[config.mk]
export PLATFORM = sky130hd
export DESIGN_NAME = ipslot_bridge
export DESIGN_NICKNAME = d
export VERILOG_FILES = /design/src/rtl/ipslot_pkg.sv /design/src/rtl/ipslot_datapath.sv /design/src/rtl/ipslot_ctrl.sv /design/src/rtl/ipslot_bridge.sv
export SDC_FILE = /design/constraint.sdc
export NUM_CORES = 1
export LEC_CHECK = 0
export BUFFER_PORTS_ARGS = -buffer_cell sky130_fd_sc_hd__buf_2
export CORE_MARGIN = 2
export CORE_UTILIZATION = 45
export CTS_CLUSTER_SIZE = 30
export DETAILED_ROUTE_END_ITERATION = 12
export PLACE_DENSITY = 0.85
export SLEW_MARGIN = 5
export SYNTH_ARGS = -nofsm -noshare
export SYNTH_HDL_FRONTEND = slang
export SYNTH_SLANG_ARGS = --single-unit
[constraint.sdc]
create_clock -name clk -period 2.5 [get_ports clk]
set_input_delay 0 -clock clk [delete_from_list [all_inputs] [get_ports clk]]
set_output_delay 0 -clock clk [all_outputs]
set_load 0.02 [all_outputs]
[src/rtl/ipslot_pkg.sv]
package ipslot_pkg;
  typedef enum logic [1:0] {
    SPC_IO   = 2'd0,
    SPC_ID   = 2'd1,
    SPC_NONE = 2'd2,
    SPC_INT  = 2'd3
  } space_e;

  typedef struct packed {
    logic capReq;   // latch a new host request
    logic capRsp;   // latch target response and ack pulse
    logic capZero;  // complete locally with zero data
  } strobe_t;
endpackage

[src/rtl/ipslot_datapath.sv]
module ipslot_datapath
  import ipslot_pkg::*;
#(
  parameter int NUM_SLOTS = 4,
  parameter int DATA_W    = 16,
  parameter int OFF_W     = 7,
  localparam int SLOT_W   = $clog2(NUM_SLOTS),
  localparam int ADDR_W   = 8 + SLOT_W,
  localparam int NUM_INT  = 2 * NUM_SLOTS,
  localparam int BYTES    = DATA_W / 8
) (
  input  logic              clk,
  input  logic              rstN,
  input  strobe_t           strb,
  input  logic              bigEndian,
  input  logic [NUM_SLOTS-1:0] slotPresent,
  input  logic [NUM_INT-1:0]   intPending,
  input  logic [NUM_INT-1:0]   intEdge,
  input  logic              reqWrite,
  input  logic              reqWide,
  input  logic [ADDR_W-1:0] reqAddr,
  input  logic [DATA_W-1:0] reqWdata,
  input  logic [DATA_W-1:0] tgtRdata,
  output logic              fwdOk,
  output logic [SLOT_W-1:0] tgtSlot,
  output logic [1:0]        tgtSpace,
  output logic [OFF_W-1:0]  tgtOffset,
  output logic              tgtWrite,
  output logic [DATA_W-1:0] tgtWdata,
  output logic [DATA_W-1:0] hostRdata,
  output logic [NUM_INT-1:0] ackLower
);

  function automatic logic [DATA_W-1:0] laneSwap(input logic [DATA_W-1:0] v);
    logic [DATA_W-1:0] r;
    for (int b = 0; b < BYTES; b++) begin
      r[b*8 +: 8] = v[(BYTES-1-b)*8 +: 8];
    end
    return r;
  endfunction

  logic [ADDR_W-1:0] addrQ;
  logic              writeQ;
  logic              swapQ;
  logic [DATA_W-1:0] wdataQ;
  logic [DATA_W-1:0] rdataQ;
  logic [NUM_INT-1:0] ackQ;
  logic [NUM_INT-1:0] ackNext;
  logic [ADDR_W-1:0] addrAdj;
  logic              swapNow;

  // Byte lanes are mirrored only for byte accesses in big-endian mode.
  always_comb begin
    addrAdj    = reqAddr;
    addrAdj[0] = reqAddr[0] ^ (bigEndian & ~reqWide);
    swapNow    = bigEndian & reqWide;
  end

  always_ff @(posedge clk) begin
    if (!rstN) begin
      addrQ  <= '0;
      writeQ <= 1'b0;
      swapQ  <= 1'b0;
      wdataQ <= '0;
    end else if (strb.capReq) begin
      addrQ  <= addrAdj;
      writeQ <= reqWrite;
      swapQ  <= swapNow;
      wdataQ <= swapNow ? laneSwap(reqWdata) : reqWdata;
    end
  end

  always_comb begin
    tgtSlot   = addrQ[ADDR_W-1:8];
    tgtSpace  = addrQ[7:6];
    tgtOffset = (space_e'(tgtSpace) == SPC_IO) ? addrQ[OFF_W-1:0]
                                               : {1'b0, addrQ[OFF_W-2:0]};
    tgtWrite  = writeQ;
    tgtWdata  = wdataQ;
    fwdOk     = slotPresent[tgtSlot] && (space_e'(tgtSpace) != SPC_NONE);
  end

  // Acknowledge decode: one candidate per interrupt line.
  for (genvar s = 0; s < NUM_SLOTS; s++) begin : g_slot
    for (genvar n = 0; n < 2; n++) begin : g_line
      always_comb begin
        ackNext[2*s+n] = !writeQ && fwdOk
                      && (space_e'(tgtSpace) == SPC_INT)
                      && (tgtSlot == SLOT_W'(s))
                      && (tgtOffset == OFF_W'(2*n))
                      && intPending[2*s+n] && !intEdge[2*s+n];
      end
    end
  end

  always_ff @(posedge clk) begin
    if (!rstN) begin
      rdataQ <= '0;
      ackQ   <= '0;
    end else begin
      ackQ <= strb.capRsp ? ackNext : '0;
      if (strb.capRsp) begin
        rdataQ <= swapQ ? laneSwap(tgtRdata) : tgtRdata;
      end else if (strb.capZero) begin
        rdataQ <= '0;
      end
    end
  end

  assign hostRdata = rdataQ;
  assign ackLower  = ackQ;

endmodule

[src/rtl/ipslot_ctrl.sv]
module ipslot_ctrl
  import ipslot_pkg::*;
(
  input  logic    clk,
  input  logic    rstN,
  input  logic    reqValid,
  input  logic    fwdOk,
  input  logic    tgtReady,
  output strobe_t strb,
  output logic    tgtValid,
  output logic    hostDone
);

  typedef enum logic [1:0] {ST_IDLE, ST_ISSUE, ST_RESP} state_e;
  state_e state, stateNext;

  always_comb begin
    stateNext = state;
    strb      = '0;
    tgtValid  = 1'b0;
    unique case (state)
      ST_IDLE: begin
        if (reqValid) begin
          strb.capReq = 1'b1;
          stateNext   = ST_ISSUE;
        end
      end
      ST_ISSUE: begin
        if (!fwdOk) begin
          strb.capZero = 1'b1;
          stateNext    = ST_RESP;
        end else begin
          tgtValid = 1'b1;
          if (tgtReady) begin
            strb.capRsp = 1'b1;
            stateNext   = ST_RESP;
          end
        end
      end
      default: stateNext = ST_IDLE;
    endcase
  end

  always_ff @(posedge clk) begin
    if (!rstN) state <= ST_IDLE;
    else       state <= stateNext;
  end

  assign hostDone = (state == ST_RESP);

endmodule

[src/rtl/ipslot_bridge.sv]
module ipslot_bridge
  import ipslot_pkg::*;
#(
  parameter int NUM_SLOTS = 4,
  parameter int DATA_W    = 16,
  parameter int OFF_W     = 7,
  localparam int SLOT_W   = $clog2(NUM_SLOTS),
  localparam int ADDR_W   = 8 + SLOT_W,
  localparam int NUM_INT  = 2 * NUM_SLOTS
) (
  input  logic                 clk,
  input  logic                 rstN,
  input  logic                 bigEndian,
  input  logic [NUM_SLOTS-1:0] slotPresent,
  input  logic [NUM_INT-1:0]   intPending,
  input  logic [NUM_INT-1:0]   intEdge,
  input  logic                 reqValid,
  input  logic                 reqWrite,
  input  logic                 reqWide,
  input  logic [ADDR_W-1:0]    reqAddr,
  input  logic [DATA_W-1:0]    reqWdata,
  output logic                 hostDone,
  output logic [DATA_W-1:0]    hostRdata,
  output logic                 tgtValid,
  input  logic                 tgtReady,
  output logic [SLOT_W-1:0]    tgtSlot,
  output logic [1:0]           tgtSpace,
  output logic [OFF_W-1:0]     tgtOffset,
  output logic                 tgtWrite,
  output logic [DATA_W-1:0]    tgtWdata,
  input  logic [DATA_W-1:0]    tgtRdata,
  output logic [NUM_INT-1:0]   ackLower
);

  strobe_t strb;
  logic    fwdOk;

  ipslot_ctrl u_ctrl (
    .clk      (clk),
    .rstN     (rstN),
    .reqValid (reqValid),
    .fwdOk    (fwdOk),
    .tgtReady (tgtReady),
    .strb     (strb),
    .tgtValid (tgtValid),
    .hostDone (hostDone)
  );

  ipslot_datapath #(
    .NUM_SLOTS (NUM_SLOTS),
    .DATA_W    (DATA_W),
    .OFF_W     (OFF_W)
  ) u_dp (
    .clk         (clk),
    .rstN        (rstN),
    .strb        (strb),
    .bigEndian   (bigEndian),
    .slotPresent (slotPresent),
    .intPending  (intPending),
    .intEdge     (intEdge),
    .reqWrite    (reqWrite),
    .reqWide     (reqWide),
    .reqAddr     (reqAddr),
    .reqWdata    (reqWdata),
    .tgtRdata    (tgtRdata),
    .fwdOk       (fwdOk),
    .tgtSlot     (tgtSlot),
    .tgtSpace    (tgtSpace),
    .tgtOffset   (tgtOffset),
    .tgtWrite    (tgtWrite),
    .tgtWdata    (tgtWdata),
    .hostRdata   (hostRdata),
    .ackLower    (ackLower)
  );

endmodule

# == Word-level counts from Yosys, hierarchy flattened ==
# Index checks and enable logic that the tools add are counted.
# op_classes
magnitude_cmp,1
n_eq_ne,10
mux,19
n_bitwise,4
reduce_logical,47
# op_table
op,n
two-way mux 16 bit,4
logical AND 1 bit,31
zero test 1 bit,9
equality test 2 bit (second input constant),4
two-way mux 1 bit,8
two-way mux 2 bit,4
equality test 7 x 2 -> 1 bit (second input constant),1
zero test 7 bit,1
two-way mux 7 bit,1
zero test 2 bit,3
equality test 2 x 1 -> 1 bit (second input constant),2
inequality test 2 bit (second input constant),2
one-hot mux 2 bit (2 select lines),1
AND reduction 2 bit,2
less-than comparator 2 x 3 -> 1 bit (second input constant),1
inequality test 3 bit (second input constant),1
bitwise AND 1 bit,2
binary-select mux 1 bit (select 2 bit),1
nonzero test 2 bit,1
NOT 1 bit,1
bitwise XOR 1 bit,1
# word_totals
register_bits,54
in_bits,69
output_inout_bits,54
wordCells,88

# == Longest topological paths before layout ==
# logic_depth
word_depth,9
ltp_mapped,6

# == Hierarchy ==
# Synthesis repeated with hierarchy kept, for this count alone.
# unflattened
hier_cells,273
hier_area_um2,2386.0
# by_module_without_submodules
module,n_inst,cells_per_inst,area_each_um2
ipslot_datapath,1,259,2259.7
ipslot_ctrl,1,14,126.4

# == Worst setup path before layout ==
# No wires, ideal clock.
# synth_path
path_type,reg-to-reg
from,register u_dp.addrQ[8]
to,"register u_dp.rdataQ[10], in the netlist u_dp.hostRdata[10]"
arrival_time_ps,1670
t_required_ps,2383
slack_ps,713
path_stages_with_launch,7
n_path_buf,2
synth_period_minus_slack_ps,1787
cell_sequence,dfxtp_1 > buf_4 > mux2_2 > and3_1 > o211ai_2 > buf_4 > o2bb2ai_1
# synth_via
elab_chain_cells,6
# synth_lines
item,line,source
from (decl),ipslot_datapath.sv:42,logic [ADDR_W-1:0] addrQ;
from (signal assigned),ipslot_datapath.sv:66,addrQ <= addrAdj;
binary-select mux 1 bit (select 2 bit) (*),ipslot_datapath.sv:80,fwdOk = slotPresent[tgtSlot] && (space_e'(tgtSpace) != SPC_NONE);
two-way mux 1 bit (not written as such) (*),ipslot_datapath.sv:80,
logical AND 1 bit (*),ipslot_datapath.sv:80,
two-way mux 1 bit,ipslot_ctrl.sv:29,if (!fwdOk) begin
two-way mux 2 bit (*),ipslot_ctrl.sv:21,unique case (state)
two-way mux 16 bit / nonzero test 2 bit (equally long branches),n/a,
to (signal assigned),ipslot_datapath.sv:103,rdataQ <= swapQ ? laneSwap(tgtRdata) : tgtRdata;
to (decl),ipslot_datapath.sv:46,logic [DATA_W-1:0] rdataQ;
# Every way passes the cells marked *; elsewhere a longest branch is shown, timed or not. The select of a mux whose other input is x is not followed.
# A chain may end at the register's enable or synchronous reset.

# == Worst setup path after layout ==
# layout_path
from,register u_ctrl.state[1]
to,"register u_dp.wdataQ[8], in the netlist u_dp.tgtWdata[8]"
# layout_via
elab_chain_cells,2
# layout_lines
item,line,source
from (decl),ipslot_ctrl.sv:15,"state_e state, stateNext;"
from (signal assigned),ipslot_ctrl.sv:46,else state <= stateNext;
zero test 2 bit,ipslot_ctrl.sv:21,
two-way mux 1 bit,ipslot_ctrl.sv:21,
to (signal assigned),ipslot_datapath.sv:69,wdataQ <= swapNow ? laneSwap(reqWdata) : reqWdata;
to (decl),ipslot_datapath.sv:45,logic [DATA_W-1:0] wdataQ;
# No other way between the ends.

==> results.yml <==
yosys:
  post_synth_num_cell_types: 35
  synth_top_area_share_pct: 47.08
  synth_sequential_area_ratio_pct: 47.08
  syn_area_sq_um: 2296
  yosys_register_bits: 54
  yosys_warnings: 0
  synth_top_cells_by_area: "dfxtp_1 47%, mux2i_1 7.4%, nand2_1 6.5%, a311oi_1 6.1%, o2bb2ai_1 6.1%"
  synthCells: 249
  synth.net_count: 318
  syn_area_cell_sq_um: 9.221
  yosysTopAreaCell: "dfxtp_1"
global_routing:
  globalRouteMet1Util_pct: 28.72
  grt_util_all_layers_pct: 25.53
  global_route.peak_usage_layer: "met2"
  pin_count_of_the_biggest_net_entering_global_routing: 39
  globalRoute.totalOverflow: 0
  grt_pass1_vias: 2525
  antenna_violations_before_repair: 0
  use_met3_pct: 6.217
  gr-usage-met2_pct: 46.86
  grt_pass1_wl_um: 11140
sta:
  clock.fmax_ghz: 0.4344
  timing.final.setup_violations: 0
  relSlewSlack_pct: 35.75
  worst_case_hold_slack_ns: 0.005578
  post-route-period-util_pct: 92.08
  min_period_ns: 2.302
  rsz0062_at_grt: "false"
  skew_ns: 0.009146
  totalNegativeSetupSlack_ns: 0
  fin_ws_ns: 0.1981
  hold_viol: 0
  timing_max_transition_violations_final: 0
  worst_slew_pin_slew_ns: 0.9625
placement:
  port-buffer-count: 121
  global_placement_routability_congestion: 0.7379
  dpl_cell_area_sq_um: 2903
  hpwlAfterDp_um: 4094
  place_worst_setup_slack_ns: 0.5220
layout:
  share_of_cells_above_drive_strength_1_pct: 32.15
  multiInputGateArea_sq_um: 1110
  synthToLayoutAreaGrowth_pct: 60.11
  fillCellCount: 342
  final_design_area_no_fill_sq_um: 3676
  nNetsFinal: 491
  num_antenna_cells: 0
  seq_area_sq_um: 1081
floorplan:
  design.core.area_sq_um: 4817
  fp.dieArea_sq_um: 5690
  start_util_pct: 47.66
  boundaryPins: 123
  chipWidth_um: 75.43
  chipHeight_um: 75.43
  placementRows: 25
worst_setup_path:
  path_max_fanout: 38
  cell_type_of_the_slowest_stage_on_the_worst_timing_path: "dlygate4sd3_1"
  timing.critical_path.buf_inv: 2
  timing.critical_path.to_type: "register"
  cpLargestDelayFamily: "buffers and inverters"
  crit_path_cell_trace: "nor2_1, and2_1, buf_4, nor2_1, a311oi_1, dlygate4sd3_1"
  critical_path.most_common_cell: "nor2_1"
  crit_arrival_ns: 2.56
  crit_path_class: "reg2reg"
  critical-path-max-stage-delay_ns: 0.60
  critical_path_required_ns: 2.75
  timing.critical_path.from_type: "register"
outcome:
  run_status: "finished, final reports clean"
routing:
  dr_total_vias: 2592
  drt-total-wl_um: 7192
  detail_route.first_pass.iterations: 4
  drc_errors: 0
  route.detailed.vias_per_inst: 5.290
  detailedRoute.firstIterationViolations: 123
  antenna_violating_nets_post_route: 0
  wire_per_inst_um: 14.68
pwr:
  power_mw: 2.071
  p_switching_mw: 0.5373
  clockPowerShare_pct: 34.1
  seqPwrFrac_pct: 45.5
  pwr-share-comb_pct: 20.4
  maximum_resistive_drop_on_vdd_uv: 331.8
  ratio_of_total_power_to_cell_area_nw_per_um2: 563.3
  leakage_dissipation_nw: 1.672
  power.switching_fraction_pct: 25.95
  internal-power_mw: 1.533
clock_tree:
  numClockSinks: 54
  clockBufferDepth: 2
  clock_insertion_delay_worst_skew_ns: 0.30
  cts-root-buf: "clkbuf_8"
  worst_setup_hold_path_clk_slew_ns: 0.10
  post_cts_sizing_count: 0
  tritoncts_clock_tree: "yes"
  tritoncts.num_buffers: 5
  cts_htree_levels: 2
run:
  timing.max_cap.violations: 0
min_path:
  hold_path.class: "in2reg"
==> synthesized netlist by cell type (all sizes together) <==
library cell  instances
a31oi                 1
o2bb2ai              16
nor3                  1
clkbuf               11
or4                   1
nor4                  3
buf                   9
a311oi               16
and3b                 1
and2                  1
nor2                 18
and3                  2
dfxtp                54
nand3                17
nand2                40
xnor2                 1
nor2b                 4
o211ai                3
nand4b                1
nor4bb                1
a21oi                12
inv                   2
and4                  1
nand2b                5
nor4b                 6
a211oi                1
mux2i                17
o21a                  1
conb                  1
mux2                  1
a21bo                 1
==> layout by cell type, fill, tap and decap left out, types with 4 or more instances in the layout <==
cell type,n
mux2i_1,17
nand2b_1,5
o2bb2ai_1,16
nor2_1,18
nand2_1,40
buf_2,121
clkbuf_8,6
a311oi_1,16
nor4b_1,6
a21oi_1,12
dlygate4sd3_1,63
dfxtp_1,54
nand3_1,17
nor2b_1,4
==> timing repair <==
item                                   in CTS  in global routing
endpoints found under the hold margin      41                  0
hold buffers                               63                  0
buffers inserted                            0                  0
==> kinds of logic after synthesis <==
kind of cell / share of synthesized area [%]
multiplexers: 7.902
AO/OA/AOI/OAI: 18.04
flip-flops: 47.08
XOR/XNOR: 0.3815
AND/OR/NAND/NOR: 21.85
buffers and inverters: 4.578
other: 0.1633
==> metrics by stage <==
step	instances	utilization, %
6_report	490	76.31
5_1_grt	490	76.31
4_1_cts	490	76.31
3_5_place_dp	419	60.26
3_3_place_gp	419	60.26
2_1_floorplan	249	-
==> per-layer routing <==
layer | up-vias | share of wire [%] | wire, um
met5 | - | 0 | 0
met4 | 0 | 2.5 | 182
met3 | 20 | 6.5 | 466
met2 | 129 | 51 | 3670
met1 | 1190 | 40 | 2874
li1 | 1253 | - | -
==> area by class of cell <==
cell class / instances / area share, %
clock buffer: 6 / 2.246
clock inverter: 2 / 1.634
inverter: 2 / 0.2042
multi-input combinational: 173 / 30.19
sequential: 54 / 29.41
tap: 67 / 2.280
timing repair buffer: 186 / 34.04
==> state kept, by name, summed over array words and instances (netlist names) <==
signal,count
u_dp.hostRdata,16
u_dp.tgtWdata,16
u_dp.addrQ,10
u_dp.ackLower,8
u_ctrl.state,2
u_dp.swapQ,1
u_dp.tgtWrite,1
==> worst paths after layout <==
path,from,slack (ns),to,cells past startpoint
setup / recovery,u_ctrl.state[1]$_SDFFE_PN0P_,0.20,u_dp.tgtWdata[8]$_SDFFE_PN0P_,6
hold / removal,tgtRdata[5],0.006,u_dp.hostRdata[5]$_SDFFE_PN0P_,3
setup reg to reg,u_ctrl.state[1]$_SDFFE_PN0P_,0.20,u_dp.tgtWdata[8]$_SDFFE_PN0P_,6
hold reg to reg,u_dp.hostRdata[2]$_SDFFE_PN0P_,0.47,u_dp.hostRdata[2]$_SDFFE_PN0P_,1
==> power groups by stage <==
stage	registers (mW)	clock network, mW	logic, mW
after floorplan	1.00	0	0.163
after global placement	0.958	0	0.323
after detailed placement	0.959	0	0.331
after CTS	0.940	0.709	0.407
after global routing	0.948	0.749	0.458
final	0.942	0.706	0.423
==> worst min-delay path, delay by kind of cell <==
family / cells / cell delay (ns)
mux: 1 / 0.07
buf+inv: 1 / 0.09
compound gates: 1 / 0.11
No activity file was read; power rests on OpenSTA's default activity.
